<file path="src/rtl/pps_pkg.sv">
package pps_pkg;

    localparam int DEV_W = 24;

    localparam logic [7:0] OP_BUF_LOAD = 8'h53;
    localparam logic [7:0] OP_PROG_BUF = 8'h82;
    localparam logic [7:0] OP_CMP_BUF  = 8'h60;
    localparam logic [7:0] OP_STATUS   = 8'hD7;
    localparam logic [7:0] FILL_BYTE   = 8'h00;

    typedef enum logic [1:0] {
        FK_LOAD,
        FK_PROG,
        FK_CMP,
        FK_STAT
    } frame_e;

    typedef enum logic [2:0] {
        S_IDLE,
        S_PLAN,
        S_HDR,
        S_DATA,
        S_ENDW
    } state_e;

    function automatic logic [7:0] opcode_of(frame_e k);
        case (k)
            FK_LOAD: return OP_BUF_LOAD;
            FK_PROG: return OP_PROG_BUF;
            FK_CMP:  return OP_CMP_BUF;
            default: return OP_STATUS;
        endcase
    endfunction

    function automatic logic [1:0] hdr_final_idx(frame_e k);
        return (k == FK_STAT) ? 2'd1 : 2'd3;
    endfunction

    function automatic logic dev_ready(logic [7:0] s);
        return s[7];
    endfunction

    function automatic logic dev_mismatch(logic [7:0] s);
        return s[6];
    endfunction

endpackage

</file>
<file path="src/rtl/pps_chunker.sv">
module pps_chunker
    import pps_pkg::*;
#(
    parameter int PAGE_SIZE  = 264,
    parameter int PAGE_SHIFT = 9,
    parameter int HADDR_W    = 22,
    parameter int LEN_W      = 16,
    localparam int CHUNK_W   = $clog2(PAGE_SIZE + 1)
) (
    input  logic               clk,
    input  logic               rst,
    input  logic               load,
    input  logic [HADDR_W-1:0] start_addr,
    input  logic [LEN_W-1:0]   length,
    input  logic               advance,
    output logic [CHUNK_W-1:0] chunk,
    output logic               partial,
    output logic               empty,
    output logic [DEV_W-1:0]   page_dev,
    output logic [DEV_W-1:0]   prog_dev,
    output logic [LEN_W-1:0]   written
);
    logic [HADDR_W-1:0] page_q;
    logic [CHUNK_W-1:0] off_q;
    logic [LEN_W-1:0]   rem_q;
    logic [LEN_W-1:0]   wr_q;
    logic [CHUNK_W-1:0] room;

    always_comb begin
        room     = CHUNK_W'(PAGE_SIZE) - off_q;
        chunk    = (rem_q < LEN_W'(room)) ? CHUNK_W'(rem_q) : room;
        partial  = (chunk != CHUNK_W'(PAGE_SIZE));
        empty    = (rem_q == '0);
        page_dev = DEV_W'(page_q) << PAGE_SHIFT;
        prog_dev = page_dev + DEV_W'(off_q);
        written  = wr_q;
    end

    always_ff @(posedge clk) begin
        if (rst) begin
            page_q <= '0;
            off_q  <= '0;
            rem_q  <= '0;
            wr_q   <= '0;
        end else if (load) begin
            page_q <= HADDR_W'(start_addr / HADDR_W'(PAGE_SIZE));
            off_q  <= CHUNK_W'(start_addr % HADDR_W'(PAGE_SIZE));
            rem_q  <= length;
            wr_q   <= '0;
        end else if (advance) begin
            page_q <= page_q + 1'b1;
            off_q  <= '0;
            rem_q  <= rem_q - LEN_W'(chunk);
            wr_q   <= wr_q + LEN_W'(chunk);
        end
    end
endmodule

</file>
<file path="src/rtl/pps_frame_bytes.sv">
module pps_frame_bytes
    import pps_pkg::*;
(
    input  frame_e           kind,
    input  logic [1:0]       idx,
    input  logic [DEV_W-1:0] page_dev,
    input  logic [DEV_W-1:0] prog_dev,
    output logic [7:0]       byte_o
);
    logic [DEV_W-1:0] addr;

    always_comb begin
        addr = (kind == FK_PROG) ? prog_dev : page_dev;
        if (idx == 2'd0)
            byte_o = opcode_of(kind);
        else if (kind == FK_STAT)
            byte_o = FILL_BYTE;
        else begin
            case (idx)
                2'd1:    byte_o = addr[23:16];
                2'd2:    byte_o = addr[15:8];
                default: byte_o = addr[7:0];
            endcase
        end
    end
endmodule

</file>
<file path="src/rtl/paged_prog_seq.sv">
module paged_prog_seq
    import pps_pkg::*;
#(
    parameter int PAGE_SIZE  = 264,
    parameter int PAGE_SHIFT = 9,
    parameter int HADDR_W    = 22,
    parameter int LEN_W      = 16
) (
    input  logic               clk,
    input  logic               rst,
    input  logic               start,
    input  logic [HADDR_W-1:0] start_addr,
    input  logic [LEN_W-1:0]   length,
    input  logic               verify_en,
    input  logic               din_valid,
    input  logic [7:0]         din_data,
    output logic               din_ready,
    output logic               spi_tx_valid,
    output logic [7:0]         spi_tx_data,
    output logic               spi_tx_last,
    input  logic               spi_tx_ready,
    input  logic               spi_rx_valid,
    input  logic [7:0]         spi_rx_data,
    output logic               busy,
    output logic               done,
    output logic               err,
    output logic [LEN_W-1:0]   bytes_written
);
    localparam int CHUNK_W = $clog2(PAGE_SIZE + 1);

    state_e             st;
    frame_e             fk;
    frame_e             cmd;
    logic [1:0]         idx;
    logic [CHUNK_W-1:0] dcnt;
    logic               verify_q;
    logic               done_q;
    logic               err_q;

    logic [CHUNK_W-1:0] chunk;
    logic               partial;
    logic               empty;
    logic [DEV_W-1:0]   page_dev;
    logic [DEV_W-1:0]   prog_dev;
    logic [7:0]         hdr_byte;
    logic               load;
    logic               advance;
    logic               stat_end;
    logic               hdr_final;
    logic               data_final;

    pps_chunker #(
        .PAGE_SIZE (PAGE_SIZE),
        .PAGE_SHIFT(PAGE_SHIFT),
        .HADDR_W   (HADDR_W),
        .LEN_W     (LEN_W)
    ) u_chunk (
        .clk       (clk),
        .rst       (rst),
        .load      (load),
        .start_addr(start_addr),
        .length    (length),
        .advance   (advance),
        .chunk     (chunk),
        .partial   (partial),
        .empty     (empty),
        .page_dev  (page_dev),
        .prog_dev  (prog_dev),
        .written   (bytes_written)
    );

    pps_frame_bytes u_bytes (
        .kind    (fk),
        .idx     (idx),
        .page_dev(page_dev),
        .prog_dev(prog_dev),
        .byte_o  (hdr_byte)
    );

    always_comb begin
        load       = (st == S_IDLE) && start;
        stat_end   = (st == S_ENDW) && spi_rx_valid && (fk == FK_STAT)
                     && dev_ready(spi_rx_data);
        advance    = stat_end && (((cmd == FK_PROG) && !verify_q) ||
                     ((cmd == FK_CMP) && !dev_mismatch(spi_rx_data)));
        hdr_final  = (idx == hdr_final_idx(fk));
        data_final = (dcnt == chunk - 1'b1);
        spi_tx_valid = (st == S_HDR) || ((st == S_DATA) && din_valid);
        spi_tx_data  = (st == S_DATA) ? din_data : hdr_byte;
        spi_tx_last  = ((st == S_HDR) && (fk != FK_PROG) && hdr_final) ||
                       ((st == S_DATA) && data_final);
        din_ready    = (st == S_DATA) && spi_tx_ready;
        busy         = (st != S_IDLE);
        done         = done_q;
        err          = err_q;
    end

    always_ff @(posedge clk) begin
        if (rst) begin
            st       <= S_IDLE;
            fk       <= FK_STAT;
            cmd      <= FK_PROG;
            idx      <= '0;
            dcnt     <= '0;
            verify_q <= 1'b0;
            done_q   <= 1'b0;
            err_q    <= 1'b0;
        end else begin
            done_q <= 1'b0;
            case (st)
                S_IDLE: if (start) begin
                    verify_q <= verify_en;
                    err_q    <= 1'b0;
                    st       <= S_PLAN;
                end
                S_PLAN: begin
                    idx <= '0;
                    if (empty) begin
                        done_q <= 1'b1;
                        st     <= S_IDLE;
                    end else begin
                        fk <= partial ? FK_LOAD : FK_PROG;
                        st <= S_HDR;
                    end
                end
                S_HDR: if (spi_tx_ready) begin
                    idx <= idx + 1'b1;
                    if (hdr_final) begin
                        dcnt <= '0;
                        st   <= (fk == FK_PROG) ? S_DATA : S_ENDW;
                    end
                end
                S_DATA: if (din_valid && spi_tx_ready) begin
                    dcnt <= dcnt + 1'b1;
                    if (data_final) st <= S_ENDW;
                end
                S_ENDW: if (spi_rx_valid) begin
                    idx <= '0;
                    if (fk != FK_STAT) begin
                        cmd <= fk;
                        fk  <= FK_STAT;
                        st  <= S_HDR;
                    end else if (!dev_ready(spi_rx_data)) begin
                        st <= S_HDR;
                    end else begin
                        case (cmd)
                            FK_LOAD: begin
                                fk <= FK_PROG;
                                st <= S_HDR;
                            end
                            FK_PROG: begin
                                if (verify_q) begin
                                    fk <= FK_CMP;
                                    st <= S_HDR;
                                end else st <= S_PLAN;
                            end
                            default: begin
                                if (dev_mismatch(spi_rx_data)) begin
                                    err_q  <= 1'b1;
                                    done_q <= 1'b1;
                                    st     <= S_IDLE;
                                end else st <= S_PLAN;
                            end
                        endcase
                    end
                end
                default: st <= S_IDLE;
            endcase
        end
    end
endmodule

</file>
<file path="config.mk">
export PLATFORM = sky130hd
export DESIGN_NAME = paged_prog_seq
export DESIGN_NICKNAME = d
export VERILOG_FILES = /design/src/rtl/pps_pkg.sv /design/src/rtl/pps_chunker.sv /design/src/rtl/pps_frame_bytes.sv /design/src/rtl/paged_prog_seq.sv
export SDC_FILE = /design/constraint.sdc
export NUM_CORES = 1
export LEC_CHECK = 0
export BUFFER_PORTS_ARGS = -buffer_cell sky130_fd_sc_hd__buf_2
export CAP_MARGIN = 5
export CORE_AREA = 2 2 127 129
export CTS_CLUSTER_DIAMETER = 100
export CTS_CLUSTER_SIZE = 20
export DETAILED_ROUTE_END_ITERATION = 16
export DIE_AREA = 0 0 129 131
export PLACE_DENSITY = 0.89
export RECOVER_POWER = 25
export SYNTH_ARGS = -nofsm -noshare
export SYNTH_HDL_FRONTEND = slang
export SYNTH_SLANG_ARGS = --single-unit
</file>
<file path="constraint.sdc">
create_clock -name clk -period 7.6 [get_ports clk]
set_input_delay 0.38 -clock clk [delete_from_list [all_inputs] [get_ports clk]]
set_output_delay 0.38 -clock clk [all_outputs]
set_load 0.03 [all_outputs]
</file>
* Word-level counts from Yosys, hierarchy flattened
Index checks and enable logic that the tools add are counted.
Widths: inputs -> output; s select.
** Storage, ports and cells
- Input bits :: 61
- Flip-flop bits (word level) :: 84
- Output and inout port bits :: 30
- Word-level logic and storage cells :: 148
** Cells by class
- Reductions and logical operators :: 38
- Div/mod/pow operators :: 2
- Add/subtract/negate cells :: 8
- $lt $le $gt $ge :: 1
- Muxes and demuxes :: 57
- Eq/ne operators :: 30
** Operators with widths (number)
- $mux 9 :: 6
- $mux 22 :: 2
- $mux 16 :: 2
- $add 24x9->24 :: 1
- $mux 2 :: 12
- $mux 24 :: 1
- $mux 8 :: 3
- $pmux 8 s3 :: 1
- $add 22x1->22 const B :: 1
- $div 22x9->22 const B :: 1
- $mod 22x9->22 const B :: 1
- $ne 2x2->1 const B :: 11
- $mux 3 :: 7
- $pmux 9 s2 :: 1
- $add 16x9->16 :: 1
- $logic_not 16->1 :: 1
- $lt 16x9->1 :: 1
- $pmux 8 s2 :: 1
- $sub 16x9->16 :: 1
- $pmux 3 s5 :: 1
- $mux 1 :: 14
- $logic_and 1x1->1 :: 13
- $pmux 2 s2 :: 3
- $reduce_and 6->1 :: 2
- other kinds (29) :: 48

* Longest topological paths before layout
Gate-level depths: netlist of the first run.
- Depth after elaboration :: 8
- Depth in mapped cells :: 34

* Modules after synthesis
From an unflattened synthesis of the first run, not the netlist that was laid out.
** Second synthesis, totals
- Cells, all modules :: 1206
- Area total of the unflattened synthesis :: 9112.5 um2
** Modules (own cells, without submodules)
- pps_chunker :: seq. area each 1121.1 um2, instances 1, area each 6911.6 um2, cells an instance 944
- paged_prog_seq :: seq. area each 420.4 um2, instances 1, area each 1535.2 um2, cells an instance 189
- pps_frame_bytes :: seq. area each 0.0 um2, instances 1, area each 665.6 um2, cells an instance 73

* Least setup slack after synthesis of the first run
No wires, ideal clock.
- Path kind :: input-to-reg
- From :: input start_addr[20]
- To :: register u_chunk.off_q[6]
- Path slack :: -0.410 ns
- Stages :: 29
- Data arrival time :: 7.891 ns
- Setup time :: 0.119 ns
- Cell sequence :: or4_4 > a21o_1 > nor4_4 > nand3_1 > o32ai_4 > o21ai_2 > or3b_4 > a21o_1 > o311a_4 > xnor2_2 > a311o_1 > o221a_2 > nand4_1 > mux2_4 > a221oi_1 > o31a_1 > and4_4 > mux2_4 > or3_1 > o31a_1 > a311oi_2 > nor3_4 > and4_1 > buf_4 > a211oi_2 > a221oi_1 > o21ai_2 > mux2i_1 > nand2_1
** Between the ends
- Word-level cells in the longest chain between the ends :: 2
** RTL lines
- start: declaration :: line paged_prog_seq.sv:12 : input logic [HADDR_W-1:0] start_addr,
- $mod 22x9->22 :: line pps_chunker.sv:47 : off_q <= CHUNK_W'(start_addr % HADDR_W'(PAGE_SIZE));
- $mux 9 :: line pps_chunker.sv:45 : end else if (load) begin
- end signal: assignment :: line pps_chunker.sv:47
- end: declaration :: line pps_chunker.sv:24 : logic [CHUNK_W-1:0] off_q;
No other way between the ends.
A chain may end at the register's enable or synchronous reset.

* Worst setup path after layout of the first run
- From :: input start_addr[19]
- To :: register u_chunk.off_q[6]
Same word-level chain as after synthesis.

==> out/results.tsv, run 1 <==
metric	value	unit
outcome	complete, but fails checks	
violations	setup timing	
hold_viol_final	0	
setup_violations	8	
finalClockSkew	6.480	ps
cts_tree	built	
p_leak	4.900	nW
crit_type	input pin to register	
placedInstanceArea	0.01061	mm2
layout_setup_ws	-492.4	ps
std_cell_rows	46	
num_antenna_cells	0	
io_pins	91	
ys_types	96	
grtUsageTotal	0.3310	
layout.nets	1540	
wl_per_cell	19.32	um
cts_hold_buffers	0	
syn_area	0.008401	mm2
peakVddDrop	0.1834	mV
cap_viol_max_count	0	
cp.arrival	8330	ps
synth.avg_cell_area	7.267	um2
synth_top_area_cell	dfxtp_1	
synth_ff_type	dfxtp_1	
drt_iter0_drc	1303	
clk_latency	350	ps
rsz0062_at_grt	yes	
slew_headroom	0.01453	
worst_setup_path_start_kind	input pin	
die_h	131	um
die_area	0.01690	mm2
drt_pre_antenna_iters	6	
hpwl	20960	um
yosysSeqAreaShare	0.1835	
synth-edff-count	0	
cts_buffers	9	
p_int	2.116	mW
area_growth	38.08	%
yosysWarnings	0	
grt_pass1_vias	10170	
crit_path_end_kind	register	
p_per_area	357.7	mW/mm2
grt_pass1_wl	46580	um
cp_slowest_stage_delay	540	ps
min_period	8092	ps
avgViaCountPerCell	6.581	
p_sw_frac	0.4901	
clock.fmax	123.6	MHz
drcViolationCount	0	
final_common_cell	buf_4	
netlist_top_cells_area	dfxtp_1, nor2_1, ha_1	
antenna_found_initial	0	
total_power	4.149	mW
syn_nets	1258	
grt_overflow_total	0	
num_vias	10920	
finalSetupTns	-3411	ps
switchingPower	2.033	mW
worstMarginPinSlew	1478	ps
clock-sinks	77	
design.core.area	0.01560	mm2
cp.required	7840	ps
cpMaxStageDelayCell	or4_4	
ant_nets	0	
cts.clk_slew.worst_paths	60	ps
power_frac_seq	0.144	
yosys.area.top_type_share	0.1835	
initial_core_util	0.5386	
drive_gt1_frac	0.3146	
hold_class	input pin to register	
portBuffers	84	
clockBufferDepth	2	
comb_power_share	0.744	
die_w	129	um
wl	32060	um
gp_congestion	0.9884	
grt_max_degree	46	
syn_inst	1156	
synth-seq-cells	77	
cp_max_fo	4	
async_reset_ff_frac	0	
fin_area	0.01160	mm2
slew_violations	0	
h-tree-depth	3	
cts_root_buffer	clkbuf_16	
finalCritPeriodShare	1.065	
mostFrequentLayoutCells	buf_4, nor2_1, nand2_1	
p_clk_frac	0.112	
[synth_stat cells (23+ instances only)]
master,number
nor2_1,138
a21oi_1,97
nand2_1,94
dfxtp_1,77
inv_1,54
clkbuf_1,46
nand3_1,45
xnor2_1,42
o21ai_0,41
ha_1,39
xor2_1,32
a211oi_1,31
nor3_1,25
a21o_1,23
[area by class of cell]
| type | count | area [um2] |
|---|---|---|
| clock buffer | 12 | 236.5 |
| clock inverter | 4 | 72.57 |
| fill | 1044 | 3998 |
| inverter | 54 | 202.7 |
| multi-input combinational | 967 | 7008 |
| sequential | 77 | 1541 |
| tap | 216 | 270.3 |
| timing repair buffer | 329 | 2268 |
[through the flow]
step	hold slack [ps]	std cells	setup WS [ps]	utilization
after floorplan	436.3	1156	-185.0	-
after global placement	447.2	1615	-398.1	0.6803
after detailed placement	461.8	1615	-644.7	0.6803
after CTS	287.2	1633	1.163	0.7121
after global routing	295.3	1659	-1098	0.7437
final	280.2	1659	-492.4	0.7437
[what timing repair did]
item,in CTS,in global routing
pin swaps,5,41
setup endpoints to repair,8,8
gates resized for setup,36,61
buffers inserted,3,26
[power groups by stage]
stage	sequential (mW)	clock, mW	combinational (mW)
5_1_grt	0.607	0.477	3.30
4_1_cts	0.589	0.456	2.75
3_5_place_dp	0.594	0	2.67
3_3_place_gp	0.588	0	2.55
2_1_floorplan	0.556	0	1.84
6_report	0.599	0.463	3.09
[metal layers]
layer	share of wire	vias up	GRT usage
li1	-	4857	-
met1	0.38	5082	0.3839
met2	0.48	747	0.5985
met3	0.079	232	0.04886
met4	0.062	0	0.1605
met5	0	-	0
[path summary, 6_finish.rpt]
path / from / to / slack, ps / cells past startpoint
max: start_addr[19] / u_chunk.off_q[6] / -490 / 33
min: length[0] / u_chunk.rem_q[0] / 280 / 3
max reg2reg: u_chunk.off_q[0] / u_chunk.rem_q[14] / 1110 / 32
min reg2reg: verify_q / verify_q / 470 / 2
[registers in the layout, summed over array words and instances, names as in the netlist, 2 cells and up]
signal,count
cmd,2
idx,2
u_chunk.page_q,15
u_chunk.written,16
u_chunk.off_q,9
st,3
fk,2
dcnt,9
u_chunk.rem_q,16
[kinds of logic after synthesis]
family | synth area share
buf+inv | 0.05139
fa+ha+maj | 0.06524
simple gates | 0.2635
compound gates | 0.3243
flops | 0.1835
mux | 0.03306
xor+xnor | 0.07909
[critical path, delay by kind of cell]
kind | cells | cell delay, ps
mux | 3 | 880
compound gates | 15 | 3580
buf+inv | 6 | 800
simple gates | 9 | 2680
Power figures use the tool's default switching activity.
==> inputs of run 2 (changes only) <==
GPL_ROUTABILITY_DRIVEN = 0   (was not set)
PLACE_DENSITY = 0.83   (was 0.89)
==> out/results.tsv, run 2 (synthesized netlist as in run 1, its figures left out) <==
metric	value	unit
outcome	complete, but fails checks	
violations	setup timing	
r2r_slack	850	ps
num_vias	10390	
finalClockSkew	6.712	ps
grt_pass1_vias	9672	
hold_class	input pin to register	
hpwl	20040	um
cp.arrival	8040	ps
antenna_found_initial	1	
whs	283.4	ps
grt_pass1_wl	44370	um
design.core.area	0.01560	mm2
total_power	3.961	mW
clock.fmax	128.2	MHz
finalSetupTns	-1189	ps
drt_iter0_drc	1060	
peakVddDrop	0.2177	mV
p_per_area	345.8	mW/mm2
layout.nets	1523	
io_pins	91	
worst_setup_path_start_kind	input pin	
hold_depth	3	
initial_core_util	0.5386	
cp_slowest_stage_delay	590	ps
grtUsageTotal	0.3176	
slew_violations	0	
final_common_cell	buf_4	
place_ws	-600.0	ps
cts.clk_slew.worst_paths	60	ps
layout_setup_ws	-200.4	ps
p_leak	4.820	nW
crit_type	input pin to register	
hp-start	length[3]	
cpMaxStageDelayCell	or4_4	
fin_util	0.7345	
path_delay_family	simple AND/OR/NAND/NOR gates	
cap_viol_max_count	0	
ant_nets	0	
crit_path_end_kind	register	
rsz0062_at_grt	yes	
cp_max_fo	6	
slew_headroom	0.05179	
drive_gt1_frac	0.3086	
area_growth	36.37	%
drcViolationCount	0	
clock-sinks	77	
worstMarginPinSlew	1422	ps
cts_buffers	9	
dpl.cell_count	1606	
reg2reg_depth	32	
holdPathEnd	u_chunk.rem_q[3]	
clockBufferDepth	2	
critPathBufInv	5	
finalCritPeriodShare	1.026	
die_area	0.01690	mm2
die_h	131	um
cp.required	7840	ps
r2r-start	u_chunk.off_q[0]	
clk_latency	350	ps
h-tree-depth	3	
avgViaCountPerCell	6.321	
setup_violations	8	
r2r_end	u_chunk.rem_q[12]	
wl_per_cell	17.82	um
fin_cells	1643	
nFillCells	1087	
std_cell_rows	46	
placedInstanceArea	0.01054	mm2
portBuffers	84	
mostFrequentLayoutCells	buf_4, nor2_1, nand2_1	
wl	29270	um
cts_tree	built	
min_period	7800	ps
fin_area	0.01146	mm2
drt_pre_antenna_iters	10	
grt_max_degree	46	
hold_viol_final	0	
grt_overflow_total	0	
cts_root_buffer	clkbuf_16	
die_w	129	um
cpMostUsedCell	buf_6	
==> run 2: cell types whose count changed in the layout (fill, tap and decap cells not counted), moves of 3 or more <==
cell and delta:
o21ai_1 +6, buf_6 +4, buf_4 -22, o21ai_0 -3, a21oi_2 +5, o21ai_2 -5
a21oi_4 -3
==> run 2: layout make-up <==
class | count | area [um2] | area share
Clock inverter | 6 | 63.81 | 0.005570
Timing Repair Buffer | 312 | 2163 | 0.1888
Sequential cell | 77 | 1541 | 0.1346
Inverter | 54 | 202.7 | 0.01769
Tap cell | 216 | 270.3 | 0.02359
Antenna cell | 1 | 2.502 | 0.0002184
Multi-Input combinational cell | 967 | 6983 | 0.6095
Clock buffer | 10 | 229.0 | 0.01999
==> run 2: worst register-to-register path, delay by kind of cell, from the launching register on <==
family / cells / cell delay (ps)
and+or+nand+nor: 9 / 1820
AOI/OAI and AO/OA: 14 / 2690
buffers and inverters: 4 / 360
adders and majority gates: 4 / 1180
xor gates and xnor gates: 1 / 180
DFF: 1 / 460
==> run 2: how the worst max path moves through the flow <==
stage	from	to	slack, ps	cells past startpoint
floorplan	start_addr[20]	u_chunk.off_q[6]	-190	29
CTS	start_addr[18]	u_chunk.off_q[7]	6	33
detailed placement	start_addr[18]	u_chunk.off_q[7]	-600	34
global route	start_addr[17]	u_chunk.off_q[7]	-550	33
global placement	start_addr[20]	u_chunk.off_q[7]	-380	31
finish	start_addr[17]	u_chunk.off_q[6]	-200	33
==> run 2: power breakdown <==
part	total [mW]	switching, mW	internal [mW]
clock network	0.432	0.178	0.254
registers	0.590	0.109	0.481
logic	2.94	1.65	1.29
total	3.96	1.94	2.02
==> run 2: what timing repair did <==
item,4_1_cts,5_1_grt
gates resized for setup,25,76
pin swaps,4,39
hold buffers,0,0
setup endpoints to repair,8,8
gates cloned,0,0
setup buffers,2,19
==> run 2: layer usage <==
layer / part of all wire / routed length, um / GRT usage
met3: 0.066 / 1926 / 0.03664
met1: 0.40 / 11640 / 0.3752
met4: 0.044 / 1302 / 0.1701
met2: 0.49 / 14400 / 0.5658
met5: 0 / 0 / 0
==> inputs of run 3 (changes only) <==
CORE_AREA = 2 2 142 116   (was 2 2 127 129)
DIE_AREA = 0 0 144 118   (was 0 0 129 131)
==> out/results.tsv, run 3 (synthesized netlist as in run 1, its figures left out) <==
metric	value	unit
crit_path_end_kind	register	
hold_viol_final	0	
p_per_area	355.1	mW/mm2
slew_headroom	0.07535	
worst_setup_path_start_kind	input pin	
grt_pass1_vias	9572	
placedInstanceArea	0.01040	mm2
grt_overflow_total	0	
hpwl	19600	um
clock.fmax	128.8	MHz
cpMostUsedCell	buf_4	
num_vias	10290	
design.core.area	0.01554	mm2
ant_nets	0	
setup_violations	8	
clockBufferDepth	2	
finalCritPeriodShare	1.022	
drive_gt1_frac	0.2989	
std_cell_rows	41	
cts_root_buffer	clkbuf_16	
cts_tree	built	
drt_pre_antenna_iters	5	
crit_type	input pin to register	
grt_pass1_wl	44630	um
cts_buffers	9	
cts_hold_buffers	0	
slew_violations	0	
seq_area	0.001541	mm2
grt_max_degree	46	
rsz0062_at_grt	yes	
io_pins	91	
grtUsageTotal	0.3130	
initial_core_util	0.5404	
cp.required	7810	ps
multi_input_area	0.007037	mm2
avgViaCountPerCell	6.366	
drt_iter0_drc	895	
fin_area	0.01133	mm2
cp_slowest_stage_delay	560	ps
layout.nets	1500	
nFillCells	1099	
clk_latency	350	ps
portBuffers	84	
layout_setup_ws	-166.2	ps
hold_class	input pin to register	
cp.arrival	7980	ps
cap_viol_max_count	0	
cp_max_fo	12	
die_area	0.01699	mm2
peakVddDrop	0.2098	mV
hold_depth	3	
clock-sinks	77	
p_leak	4.723	nW
final_common_cell	buf_4	
h-tree-depth	3	
drcViolationCount	0	
min_period	7766	ps
violations	setup timing	
die_h	118	um
total_power	4.023	mW
outcome	complete, but fails checks	
finalClockSkew	8.953	ps
wl_per_cell	17.69	um
die_w	144	um
place_ws	-634.2	ps
area_growth	34.84	%
reg2reg_depth	30	
wl	28600	um
mostFrequentLayoutCells	buf_4, nor2_1, nand2_1	
cpMaxStageDelayCell	or4b_4	
num_antenna_cells	0	
worstMarginPinSlew	1387	ps
cts.clk_slew.worst_paths	60	ps
antenna_found_initial	0	
run 3: final timing paths:
check / startpoint / end / slack [ps]
max: start_addr[18] / u_chunk.off_q[5] / -170
min: verify_en / verify_q / 260
max reg2reg: u_chunk.off_q[0] / st[1] / 1100
min reg2reg: u_chunk.written[5] / u_chunk.written[5] / 470
run 3: layer usage:
metal / share of wire / vias to the layer above / global-route usage
li1: - / 4796 / -
met1: 0.42 / 4842 / 0.4101
met2: 0.46 / 557 / 0.5065
met3: 0.089 / 99 / 0.05492
met4: 0.031 / 0 / 0.1268
met5: 0 / - / 0
run 3: stage by stage:
| step | TNS [ps] | std cells | hold slack (ps) | util |
|---|---|---|---|---|
| after CTS | -0.2141 | 1602 | 274.7 | 0.6973 |
| after floorplan | -1036 | 1156 | 436.3 | - |
| after detailed placement | -4676 | 1586 | 454.9 | 0.6690 |
| after global placement | -3268 | 1586 | 446.0 | 0.6690 |
| final | -986.8 | 1617 | 265.0 | 0.7287 |
| after global routing | -3566 | 1617 | 298.8 | 0.7287 |
run 3: area by class of cell:
cell class	count	area share
multi-input combinational	967	0.6212
sequential	77	0.1361
inverter	54	0.01789
clock buffer	11	0.02143
timing repair buffer	289	0.1732
clock inverter	4	0.006407
tap	215	0.02375
run 3: power breakdown:
group	switching [mW]	leakage [nW]	internal, mW	total [mW]
registers	0.114	0.628	0.481	0.595
logic	1.68	3.94	1.28	2.96
clock network	0.174	0.152	0.294	0.468
total	1.97	4.72	2.06	4.02
run 3: worst max-delay path: cells and delay by family:
kind,cells,cell delay [ps]
AOI/OAI and AO/OA,16,3520
xor gates and xnor gates,2,340
buffers and inverters,7,1140
and+or+nand+nor,10,2550
run 3: timing repair:
item,in CTS,in global routing
buffers inserted,1,15
pin swaps,5,23
setup endpoints to repair,8,8
resized for setup,22,73
